$ cat config.mk
export PLATFORM = sky130hd
export DESIGN_NAME = pwm_dither_fade
export DESIGN_NICKNAME = d
export VERILOG_FILES = /design/src/rtl/pwm_dither_pkg.sv /design/src/rtl/pwm_tsel.sv /design/src/rtl/pwm_dither.sv /design/src/rtl/pwm_fade.sv /design/src/rtl/pwm_edge.sv /design/src/rtl/pwm_dither_fade.sv
export SDC_FILE = /design/constraint.sdc
export NUM_CORES = 1
export LEC_CHECK = 0
export BUFFER_PORTS_ARGS = -buffer_cell sky130_fd_sc_hd__buf_4
export CAP_MARGIN = 20
export CORE_MARGIN = 2
export CORE_UTILIZATION = 35
export CTS_CLUSTER_DIAMETER = 120
export CTS_CLUSTER_SIZE = 28
export DETAILED_ROUTE_END_ITERATION = 16
export SLEW_MARGIN = 20
export SYNTH_ARGS = -nofsm -noshare
export SYNTH_HDL_FRONTEND = slang
export SYNTH_SLANG_ARGS = --single-unit
$ cat constraint.sdc
create_clock -name clk -period 7.4 [get_ports clk]
set_clock_uncertainty 0.2 [all_clocks]
set_input_delay 0.37 -clock clk [delete_from_list [all_inputs] [get_ports clk]]
set_output_delay 0.37 -clock clk [all_outputs]
set_load 0.02 [all_outputs]
$ cat src/rtl/pwm_dither_pkg.sv
`timescale 1ns/1ps
package pwm_dither_pkg;
  localparam int CNT_W  = 20;
  localparam int DUTY_W = 25;
  localparam int FRAC_W = 4;
  localparam int FADE_W = 10;
  localparam int N_TMR  = 4;

  typedef enum logic {FADE_IDLE, FADE_RUN} fade_st_e;

  typedef struct packed {
    logic [FADE_W-1:0] step;
    logic [FADE_W-1:0] intv;
    logic              up;
  } fade_cfg_t;
endpackage

$ cat src/rtl/pwm_tsel.sv
`timescale 1ns/1ps
module pwm_tsel #(
  parameter int NT = 4,
  parameter int CW = 20,
  localparam int SW = (NT > 1) ? $clog2(NT) : 1
) (
  input  logic [NT*CW-1:0] cnt_bus_i,
  input  logic [NT-1:0]    wrap_bus_i,
  input  logic [SW-1:0]    sel_i,
  output logic [CW-1:0]    cnt_o,
  output logic             wrap_o
);
  always_comb begin
    cnt_o  = '0;
    wrap_o = 1'b0;
    for (int k = 0; k < NT; k++) begin
      if (sel_i == SW'(k)) begin
        cnt_o  = cnt_bus_i[k*CW +: CW];
        wrap_o = wrap_bus_i[k];
      end
    end
  end
endmodule

$ cat src/rtl/pwm_dither.sv
`timescale 1ns/1ps
module pwm_dither #(
  parameter int FW = 4
) (
  input  logic          clk,
  input  logic          rst_n,
  input  logic          wrap_i,
  input  logic [FW-1:0] frac_i,
  output logic          extra_o
);
  logic [FW-1:0] phase_q;
  logic [FW-1:0] phase_rev;

  always_ff @(posedge clk or negedge rst_n) begin
    if (!rst_n)      phase_q <= '0;
    else if (wrap_i) phase_q <= phase_q + 1'b1;
  end

  // bit reversal spreads the long periods evenly over the 2^FW cycle
  always_comb begin
    for (int i = 0; i < FW; i++) phase_rev[i] = phase_q[FW-1-i];
  end

  assign extra_o = (phase_rev < frac_i);

  // phase moves only on a selected wrap
  a_r4_phase_hold: assert property (@(posedge clk) disable iff (!rst_n)
    !wrap_i |=> $stable(phase_q));
endmodule

$ cat src/rtl/pwm_fade.sv
`timescale 1ns/1ps
module pwm_fade
  import pwm_dither_pkg::*;
#(
  parameter int DW  = 25,
  parameter int FDW = 10
) (
  input  logic           clk,
  input  logic           rst_n,
  input  logic           start_i,
  input  logic [DW-1:0]  duty_i,
  input  logic [FDW-1:0] step_i,
  input  logic [FDW-1:0] intv_i,
  input  logic [FDW-1:0] num_i,
  input  logic           up_i,
  input  logic           wrap_i,
  output logic [DW-1:0]  duty_o,
  output logic           done_o
);
  localparam logic [DW-1:0] DUTY_MAX = {DW{1'b1}};

  fade_st_e        st_q;
  logic [DW-1:0]   duty_q;
  logic            done_q;
  logic [FDW-1:0]  ivl_q;
  logic [FDW-1:0]  left_q;
  logic [FDW-1:0]  step_q;
  logic [FDW-1:0]  intv_q;
  logic            up_q;
  logic [FDW-1:0]  ivl_last;
  logic [DW:0]     sum;
  logic [DW-1:0]   stepped;

  assign ivl_last = (intv_q == '0) ? '0 : intv_q - 1'b1;
  assign sum      = {1'b0, duty_q} + (DW+1)'(step_q);

  always_comb begin
    if (up_q)                        stepped = sum[DW] ? DUTY_MAX : sum[DW-1:0];
    else if (duty_q < DW'(step_q))   stepped = '0;
    else                             stepped = duty_q - DW'(step_q);
  end

  always_ff @(posedge clk or negedge rst_n) begin
    if (!rst_n) begin
      st_q   <= FADE_IDLE;
      duty_q <= '0;
      done_q <= 1'b0;
      ivl_q  <= '0;
      left_q <= '0;
      step_q <= '0;
      intv_q <= '0;
      up_q   <= 1'b0;
    end else begin
      done_q <= 1'b0;
      if (start_i) begin
        duty_q <= duty_i;
        step_q <= step_i;
        intv_q <= intv_i;
        up_q   <= up_i;
        ivl_q  <= '0;
        left_q <= num_i;
        if (num_i == '0) begin
          st_q   <= FADE_IDLE;
          done_q <= 1'b1;
        end else begin
          st_q   <= FADE_RUN;
        end
      end else if (st_q == FADE_RUN && wrap_i) begin
        if (ivl_q >= ivl_last) begin
          ivl_q  <= '0;
          duty_q <= stepped;
          left_q <= left_q - 1'b1;
          if (left_q == FDW'(1)) begin
            st_q   <= FADE_IDLE;
            done_q <= 1'b1;
          end
        end else begin
          ivl_q <= ivl_q + 1'b1;
        end
      end
    end
  end

  assign duty_o = duty_q;
  assign done_o = done_q;

  // completion is a single-cycle pulse
  a_r9_done_single: assert property (@(posedge clk) disable iff (!rst_n)
    done_q |=> !done_q);
  // duty is held while no fade runs and no start arrives
  a_r6_duty_hold: assert property (@(posedge clk) disable iff (!rst_n)
    (st_q == FADE_IDLE && !start_i) |=> $stable(duty_q));
endmodule

$ cat src/rtl/pwm_edge.sv
`timescale 1ns/1ps
module pwm_edge #(
  parameter int CW = 20
) (
  input  logic          clk,
  input  logic          rst_n,
  input  logic [CW-1:0] cnt_i,
  input  logic [CW-1:0] hp_i,
  input  logic [CW-1:0] lp_i,
  output logic          lvl_o
);
  logic lvl_q;

  always_ff @(posedge clk or negedge rst_n) begin
    if (!rst_n)              lvl_q <= 1'b0;
    else if (cnt_i == lp_i)  lvl_q <= 1'b0;
    else if (cnt_i == hp_i)  lvl_q <= 1'b1;
  end

  assign lvl_o = lvl_q;

  // a rising level follows a match on the rise point
  a_r2_rise_at_hp: assert property (@(posedge clk) disable iff (!rst_n)
    $rose(lvl_q) |-> $past(cnt_i) == $past(hp_i));
  // a falling level follows a match on the fall point
  a_r3_fall_at_lp: assert property (@(posedge clk) disable iff (!rst_n)
    $fell(lvl_q) |-> $past(cnt_i) == $past(lp_i));
endmodule

$ cat src/rtl/pwm_dither_fade.sv
`timescale 1ns/1ps
module pwm_dither_fade
  import pwm_dither_pkg::*;
#(
  parameter int NT  = N_TMR,
  parameter int CW  = CNT_W,
  parameter int DW  = DUTY_W,
  parameter int FW  = FRAC_W,
  parameter int FDW = FADE_W,
  localparam int SW = (NT > 1) ? $clog2(NT) : 1
) (
  input  logic           clk,
  input  logic           rst_n,
  input  logic [NT*CW-1:0] tmr_cnt_i,
  input  logic [NT-1:0]  tmr_wrap_i,
  input  logic [SW-1:0]  tmr_sel_i,
  input  logic [CW-1:0]  hpoint_i,
  input  logic [DW-1:0]  duty_i,
  input  logic [FDW-1:0] fade_step_i,
  input  logic [FDW-1:0] fade_intv_i,
  input  logic [FDW-1:0] fade_num_i,
  input  logic           fade_up_i,
  input  logic           start_i,
  input  logic           out_en_i,
  input  logic           idle_lvl_i,
  output logic           pwm_o,
  output logic [DW-1:0]  duty_o,
  output logic           fade_done_o
);
  logic [CW-1:0] cnt_sel;
  logic          wrap_sel;
  logic          extra;
  logic [DW-1:0] duty_cur;
  logic [CW-1:0] lpoint;
  logic          lvl;

  pwm_tsel #(.NT(NT), .CW(CW)) u_tsel (
    .cnt_bus_i (tmr_cnt_i),
    .wrap_bus_i(tmr_wrap_i),
    .sel_i     (tmr_sel_i),
    .cnt_o     (cnt_sel),
    .wrap_o    (wrap_sel)
  );

  pwm_fade #(.DW(DW), .FDW(FDW)) u_fade (
    .clk    (clk),
    .rst_n  (rst_n),
    .start_i(start_i),
    .duty_i (duty_i),
    .step_i (fade_step_i),
    .intv_i (fade_intv_i),
    .num_i  (fade_num_i),
    .up_i   (fade_up_i),
    .wrap_i (wrap_sel),
    .duty_o (duty_cur),
    .done_o (fade_done_o)
  );

  pwm_dither #(.FW(FW)) u_dither (
    .clk    (clk),
    .rst_n  (rst_n),
    .wrap_i (wrap_sel),
    .frac_i (duty_cur[FW-1:0]),
    .extra_o(extra)
  );

  assign lpoint = hpoint_i + duty_cur[FW +: CW] + CW'(extra);

  pwm_edge #(.CW(CW)) u_edge (
    .clk  (clk),
    .rst_n(rst_n),
    .cnt_i(cnt_sel),
    .hp_i (hpoint_i),
    .lp_i (lpoint),
    .lvl_o(lvl)
  );

  assign pwm_o  = out_en_i ? lvl : idle_lvl_i;
  assign duty_o = duty_cur;
endmodule

==> results.toml, run 1 <==
[run_status]
status = "completed"

[placement]
port_buffers = 193
gp_congestion = 0.912
place_inst = 1296
dp_hpwl_mm = 19.0

[floorplan]
fp.dieArea_um2 = 22100
fp.dieW_um = 149
rows = 52
top_level_ports = 194
die_height_um = 149
start_util = 0.359
coreArea_um2 = 20400

[sta]
fin_crit_ns = 4.27
fmax_mhz = 234
finalCritPeriodShare = 0.577
hold_viol = 0
slew_headroom = 0.304
rsz0062_at_grt = "no"
tns_ns = 0
slew_violations = 0
setup_viol = 0
worst_slew_pin_slew_ns = 1.04

[synthesis]
syn_nets = 1097
synth_cells = 869
synth_edf_count = 0
synthFlopType = "dfrtp_1"
synth_area_um2 = 7340
synth-seq-cells = 73
synth_top_cell_area_share = 0.249
ys_top_cells_by_area = "dfrtp_1 25%, ha_1 9.7%, mux4_2 6.1%"
ys_warn_count = 0
yosysSeqAreaShare = 0.249
ys_async_sr_fraction = 1.00
synth_area_leader_cell = "dfrtp_1"
avgSynthCellArea_um2 = 8.45
ys_types = 71

[cts]
clock_path_buffers = 2
cts.sinks = 73
clockRootBuffer = "clkbuf_16"
htreeDepth = 3
cts_tree = "built"
cts_buffers = 9
clkSlewWorstSetupHoldPaths_ns = 0.06
clock_latency_ns = 0.35
ctsResizeCount = 0

[power_and_ir_drop]
vdd_drop_max_v = 0.000135
p_leak_nw = 4.16
p_per_area_nw_per_um2 = 293

[layout]
synthToLayoutAreaGrowth_pct = 26.9
register_area_um2 = 1830
drive_gt1_frac = 0.252
n_fill_cell = 2094
final_cell_mix = "198 x buf_4, 79 x nand2_1, 78 x o21ai_0"
antenna_cells = 0
multi_input_area_um2 = 5180
fin_cells = 1314
final_common_cell = "buf_4"
final_nets = 1267

[global_route]
grt_overflow_total = 0
grtUsageTotal = 0.220
antenna_found_initial = 0
grt_pass1_vias = 7081
grt_pass1_wl_mm = 38.1
grt_max_degree = 74

[detailed_routing]
drt-total-wl_mm = 24.5
first_pass_iters = 5
final_antenna_net_count = 0
vias = 7351
post_drt_wl_per_cell_um = 18.6
drt_iter0_markers = 361
drc = 0
vias_per_cell = 5.59

[hold_path]
min_to = "u_fade.step_q[6]"
holdCritPathClass = "input port to flip-flop"
holdCritStartpoint = "fade_step_i[6]"
min_path_cells = 3

[worst_setup_path]
cpPeakStageDelay_ns = 0.78
cp-start-kind = "flip-flop"
cp_data_arrival_time_ns = 4.35
critPathSlowestCell = "nand2_1"
required_ns = 7.48
crit_fanout = 27
timing.rr.end = "u_fade.duty_o[9]"
critPathCaptureType = "flip-flop"
r2r_slack_ns = 3.13
regToRegStartpoint = "u_fade.intv_q[3]"
worst-setup-path-type = "flip-flop to flip-flop"
path_cells = "nor3_1 > nand2_1 > or4_1 > nor3_1 > a21oi_1 > ha_1 > nor4_1 > o2111ai_1 > and2_1 > nand2_1 > nor2_1 > o211ai_1 > o221a_2"
rr_worst_depth = 13

[run]
drv_cap = 0
layout make-up:
class                           instances  share of cell area
Tap cell                              270              0.0363
Multi-Input combinational cell        715               0.557
Clock inverter                          5             0.00605
Inverter                               40              0.0161
Timing Repair Buffer                  200               0.164
Sequential cell                        73               0.196
Clock buffer                           11              0.0250
through the flow:
stage               hold WS, ns  cell area (um2)  total power [W]  setup slack [ns]   util
floorplan                -0.126             7340          0.00180              3.78      -
global placement          0.263             8980          0.00228              3.41  0.440
global route             0.0454             9310          0.00295              2.82  0.456
detailed placement        0.265             8980          0.00229              3.24  0.440
finish                   0.0334             9310          0.00273              3.13  0.456
CTS                      0.0233             9270          0.00274              3.20  0.454
sequential cells by signal, indices dropped and copies added, names as in the netlist:
signal,flops
u_fade.ivl_q,10
u_fade.intv_q,10
u_fade.up_q,1
u_fade.done_o,1
u_dither.phase_q,4
u_fade.left_q,10
u_fade.duty_o,25
u_fade.st_q,1
u_fade.step_q,10
u_edge.lvl_o,1
critical path: cells and delay by family, from the launching register on:
kind	cells	cell delay [ns]
compound gates	4	0.67
fa+ha+maj	1	0.20
flops	1	0.41
simple gates	8	2.71
synth_stat cells, drive strengths merged, types with 9 or more instances:
master,number
and3,13
mux4,20
nand2,81
o21ai,79
nand2b,10
a21o,13
dfrtp,73
xnor2,45
xor2,41
clkbuf,26
nor4,15
mux2,13
a21oi,68
o22ai,15
buf,15
inv,40
o21a,9
a31oi,13
nand3,21
nand4,12
nor3,27
ha,57
a22oi,9
nor2,53
routing by layer:
| layer | vias to the layer above | part of all wire | global-route usage |
|---|---|---|---|
| met5 | - | 0 | 0 |
| met4 | 0 | 0.018 | 0.0714 |
| met2 | 298 | 0.46 | 0.364 |
| li1 | 3557 | - | - |
| met1 | 3469 | 0.43 | 0.292 |
| met3 | 27 | 0.086 | 0.0401 |
worst max path at each step:
stage,slack (ns),cells past startpoint,start,to
after CTS,3.20,14,u_fade.intv_q[3],u_fade.duty_o[23]
after floorplan,3.78,18,u_fade.duty_o[1],u_edge.lvl_o
after global routing,2.82,13,u_fade.intv_q[3],u_fade.duty_o[9]
after global placement,3.41,14,u_fade.intv_q[3],u_fade.duty_o[23]
after detailed placement,3.24,14,u_fade.intv_q[3],u_fade.duty_o[23]
final,3.13,13,u_fade.intv_q[3],u_fade.duty_o[9]
power by group:
part           internal [W]  leakage [nW]  switching (W)
Clock              0.000261         0.139       0.000176
Sequential         0.000505         0.896       0.000205
Combinational      0.000711          3.12       0.000871
repair_timing:
action                                 CTS  global route
endpoints found under the hold margin    0            18
buffers inserted                         0             0
hold buffers                             0             1
kinds of logic (layout without fill, tap and decap cells):
group           Yosys count  count (layout)  synth area share
simple gates            259             259             0.171
fa+ha+maj                61              61             0.108
xor+xnor                 86              86             0.103
mux                      38              38            0.0881
buf+inv                  81             256            0.0448
compound gates          271             271             0.236
flops                    73              73             0.249
Note: power is estimated with default switching activity, not from simulation.
==> run 2: changes to the inputs <==
==> constraint.sdc (replaced) <==
create_clock -name clk -period 4.3 [get_ports clk]
set_clock_uncertainty 0.2 [all_clocks]
set_input_delay 0.215 -clock clk [delete_from_list [all_inputs] [get_ports clk]]
set_output_delay 0.215 -clock clk [all_outputs]
set_load 0.02 [all_outputs]
==> run 2 against run 1 <==
Against the previous run:
- design area increased by 6.5%
- global-route usage increased by 0.13 points
- count of clock-buffer cells in the layout decreased by 2
- register-to-register slack got worse by 2.8 ns
- flip-flop and latch count unchanged
- final cell count increased by 4.4%
- non-clock buffer count increased by 57
- core utilization increased by 3.0 points
- power increased by 77%
- routed wire length increased by 0.70%
- combinational power increased by 75%
==> results.toml, run 2 (synthesized netlist as in run 1, its figures left out) <==
[cts]
clock_path_buffers = 2
clockRootBuffer = "clkbuf_16"
cts_tree = "built"
cts.sinks = 73
cts_buffers = 9
post-cts-setup-buffers = 0
clock_latency_ns = 0.34
clkSlewWorstSetupHoldPaths_ns = 0.07
htreeDepth = 3

[power_and_ir_drop]
seqPwrFrac = 0.253
p_leak_nw = 4.41
combPwrFrac = 0.574
power.internal_w = 0.00265
p_per_area_nw_per_um2 = 487
vdd_drop_max_v = 0.000226
p_switching_w = 0.00218
p_sw_frac = 0.451
clkPwrFrac = 0.173

[worst_setup_path]
startpoint = "u_fade.duty_o[1]"
rr_worst_depth = 18
cp-start-kind = "flip-flop"
critPathCaptureType = "flip-flop"
crit_fanout = 5
regToRegStartpoint = "u_fade.duty_o[1]"
cp_data_arrival_time_ns = 3.94
required_ns = 4.31
worst-setup-path-type = "flip-flop to flip-flop"

[floorplan]
start_util = 0.359
fp.dieW_um = 149
top_level_ports = 194
coreArea_um2 = 20400
fp.dieArea_um2 = 22100
die_height_um = 149
rows = 52

[detailed_routing]
drt_iter0_markers = 338
final_antenna_net_count = 0
first_pass_iters = 5
vias = 7556
drt-total-wl_mm = 24.6
vias_per_cell = 5.51
post_drt_wl_per_cell_um = 17.9
drc = 0

[sta]
worst_slew_pin_slew_ns = 0.587
slew_headroom = 0.609
setup_viol = 0
hold_viol = 0
slew_violations = 0
fmax_mhz = 254
tns_ns = 0
rsz0062_at_grt = "no"
finalCritPeriodShare = 0.915
setup_ws_ns = 0.367
fin_crit_ns = 3.93

[layout]
final_nets = 1324
multi_input_area_um2 = 5190
largest_reg_flops = 25
drive_gt1_frac = 0.246
register_area_um2 = 1830
n_fill_cell = 2049
synthToLayoutAreaGrowth_pct = 35.1
final_cell_mix = "203 x buf_4, 79 x nand2_1, 78 x o21ai_0"
final_common_cell = "buf_4"

[placement]
port_buffers = 193
dp_hpwl_mm = 19.2
gp_congestion = 0.932
post-place-ws_ns = 0.350

[hold_path]
holdCritStartpoint = "fade_num_i[2]"
min_path_cells = 3
holdCritPathClass = "input port to flip-flop"

[global_route]
grtUsageTotal = 0.221
grt_overflow_total = 0
grt_max_degree = 74
grt_pass1_wl_mm = 38.7
grt_pass1_vias = 7527
antenna_found_initial = 1

[run]
drv_cap = 0

[run_status]
status = "completed"
-- run 2: final cells by class --
cell class / instances / share of cell area
diodes: 1 / 0.000252
clock buffers: 9 / 0.0227
clock inverters: 7 / 0.0102
inverters: 40 / 0.0151
multi-input cells: 715 / 0.523
flip-flops and latches: 73 / 0.184
well taps: 270 / 0.0341
repair buffers: 257 / 0.210
-- run 2: power by group through the flow --
| stage | Clock (W) | Sequential, W | Combinational [W] |
|---|---|---|---|
| 4_1_cts | 0.000854 | 0.00121 | 0.00276 |
| 6_report | 0.000837 | 0.00122 | 0.00277 |
| 2_1_floorplan | 0 | 0.00117 | 0.00192 |
| 3_5_place_dp | 0 | 0.00122 | 0.00271 |
| 3_3_place_gp | 0 | 0.00122 | 0.00269 |
| 5_1_grt | 0.000880 | 0.00125 | 0.00307 |
-- run 2: worst paths after layout --
path	to	slack (ns)
worst max-delay path	u_edge.lvl_o	0.37
worst min-delay path	u_fade.left_q[2]	0.01
worst max register to register	u_edge.lvl_o	0.37
worst min register to register	u_dither.phase_q[3]	0.28
max in group asynchronous	u_fade.step_q[6]	3.22
min in group asynchronous	u_fade.intv_q[8]	0.10
-- run 2: timing repair --
action                                 4_1_cts  5_1_grt
setup endpoints to repair                    0        1
hold buffers                                53        0
gates resized for setup                      0        1
endpoints found under the hold margin      124        0
-- run 2: critical path: stages (launching register included) --
cell and delay [ns]:
dfrtp_1 0.45, inv_1 0.12, ha_1 0.31, o21ai_0 0.08, nand2b_1 0.07, a21o_1 0.17, a21oi_1 0.26, fa_1 0.25
inv_1 0.06, fa_1 0.39, nor2b_1 0.18, o211ai_1 0.14, nand2_1 0.11, a21oi_1 0.08, xnor2_1 0.13, a2111oi_0 0.30
nand4_1 0.13, nor4_1 0.21, a41oi_1 0.16
-- run 2: through the flow --
stage          instance area [um2]  hold WS, ns  instances  utilization  power, W
2_1_floorplan                 7340       -0.281        869            -   0.00310
3_3_place_gp                  9020        0.225       1301        0.442   0.00391
3_5_place_dp                  9020        0.231       1301        0.442   0.00394
4_1_cts                       9880      0.00287       1370        0.484   0.00483
5_1_grt                       9920       0.0158       1372        0.485   0.00521
6_report                      9920      0.00972       1372        0.485   0.00483
-- run 2: routing by layer --
| metal | global-route usage | share of wire | vias up |
|---|---|---|---|
| li1 | - | - | 3675 |
| met1 | 0.282 | 0.43 | 3567 |
| met2 | 0.386 | 0.48 | 287 |
| met3 | 0.0422 | 0.072 | 27 |
| met4 | 0.0571 | 0.016 | 0 |
| met5 | 0 | 0 | - |
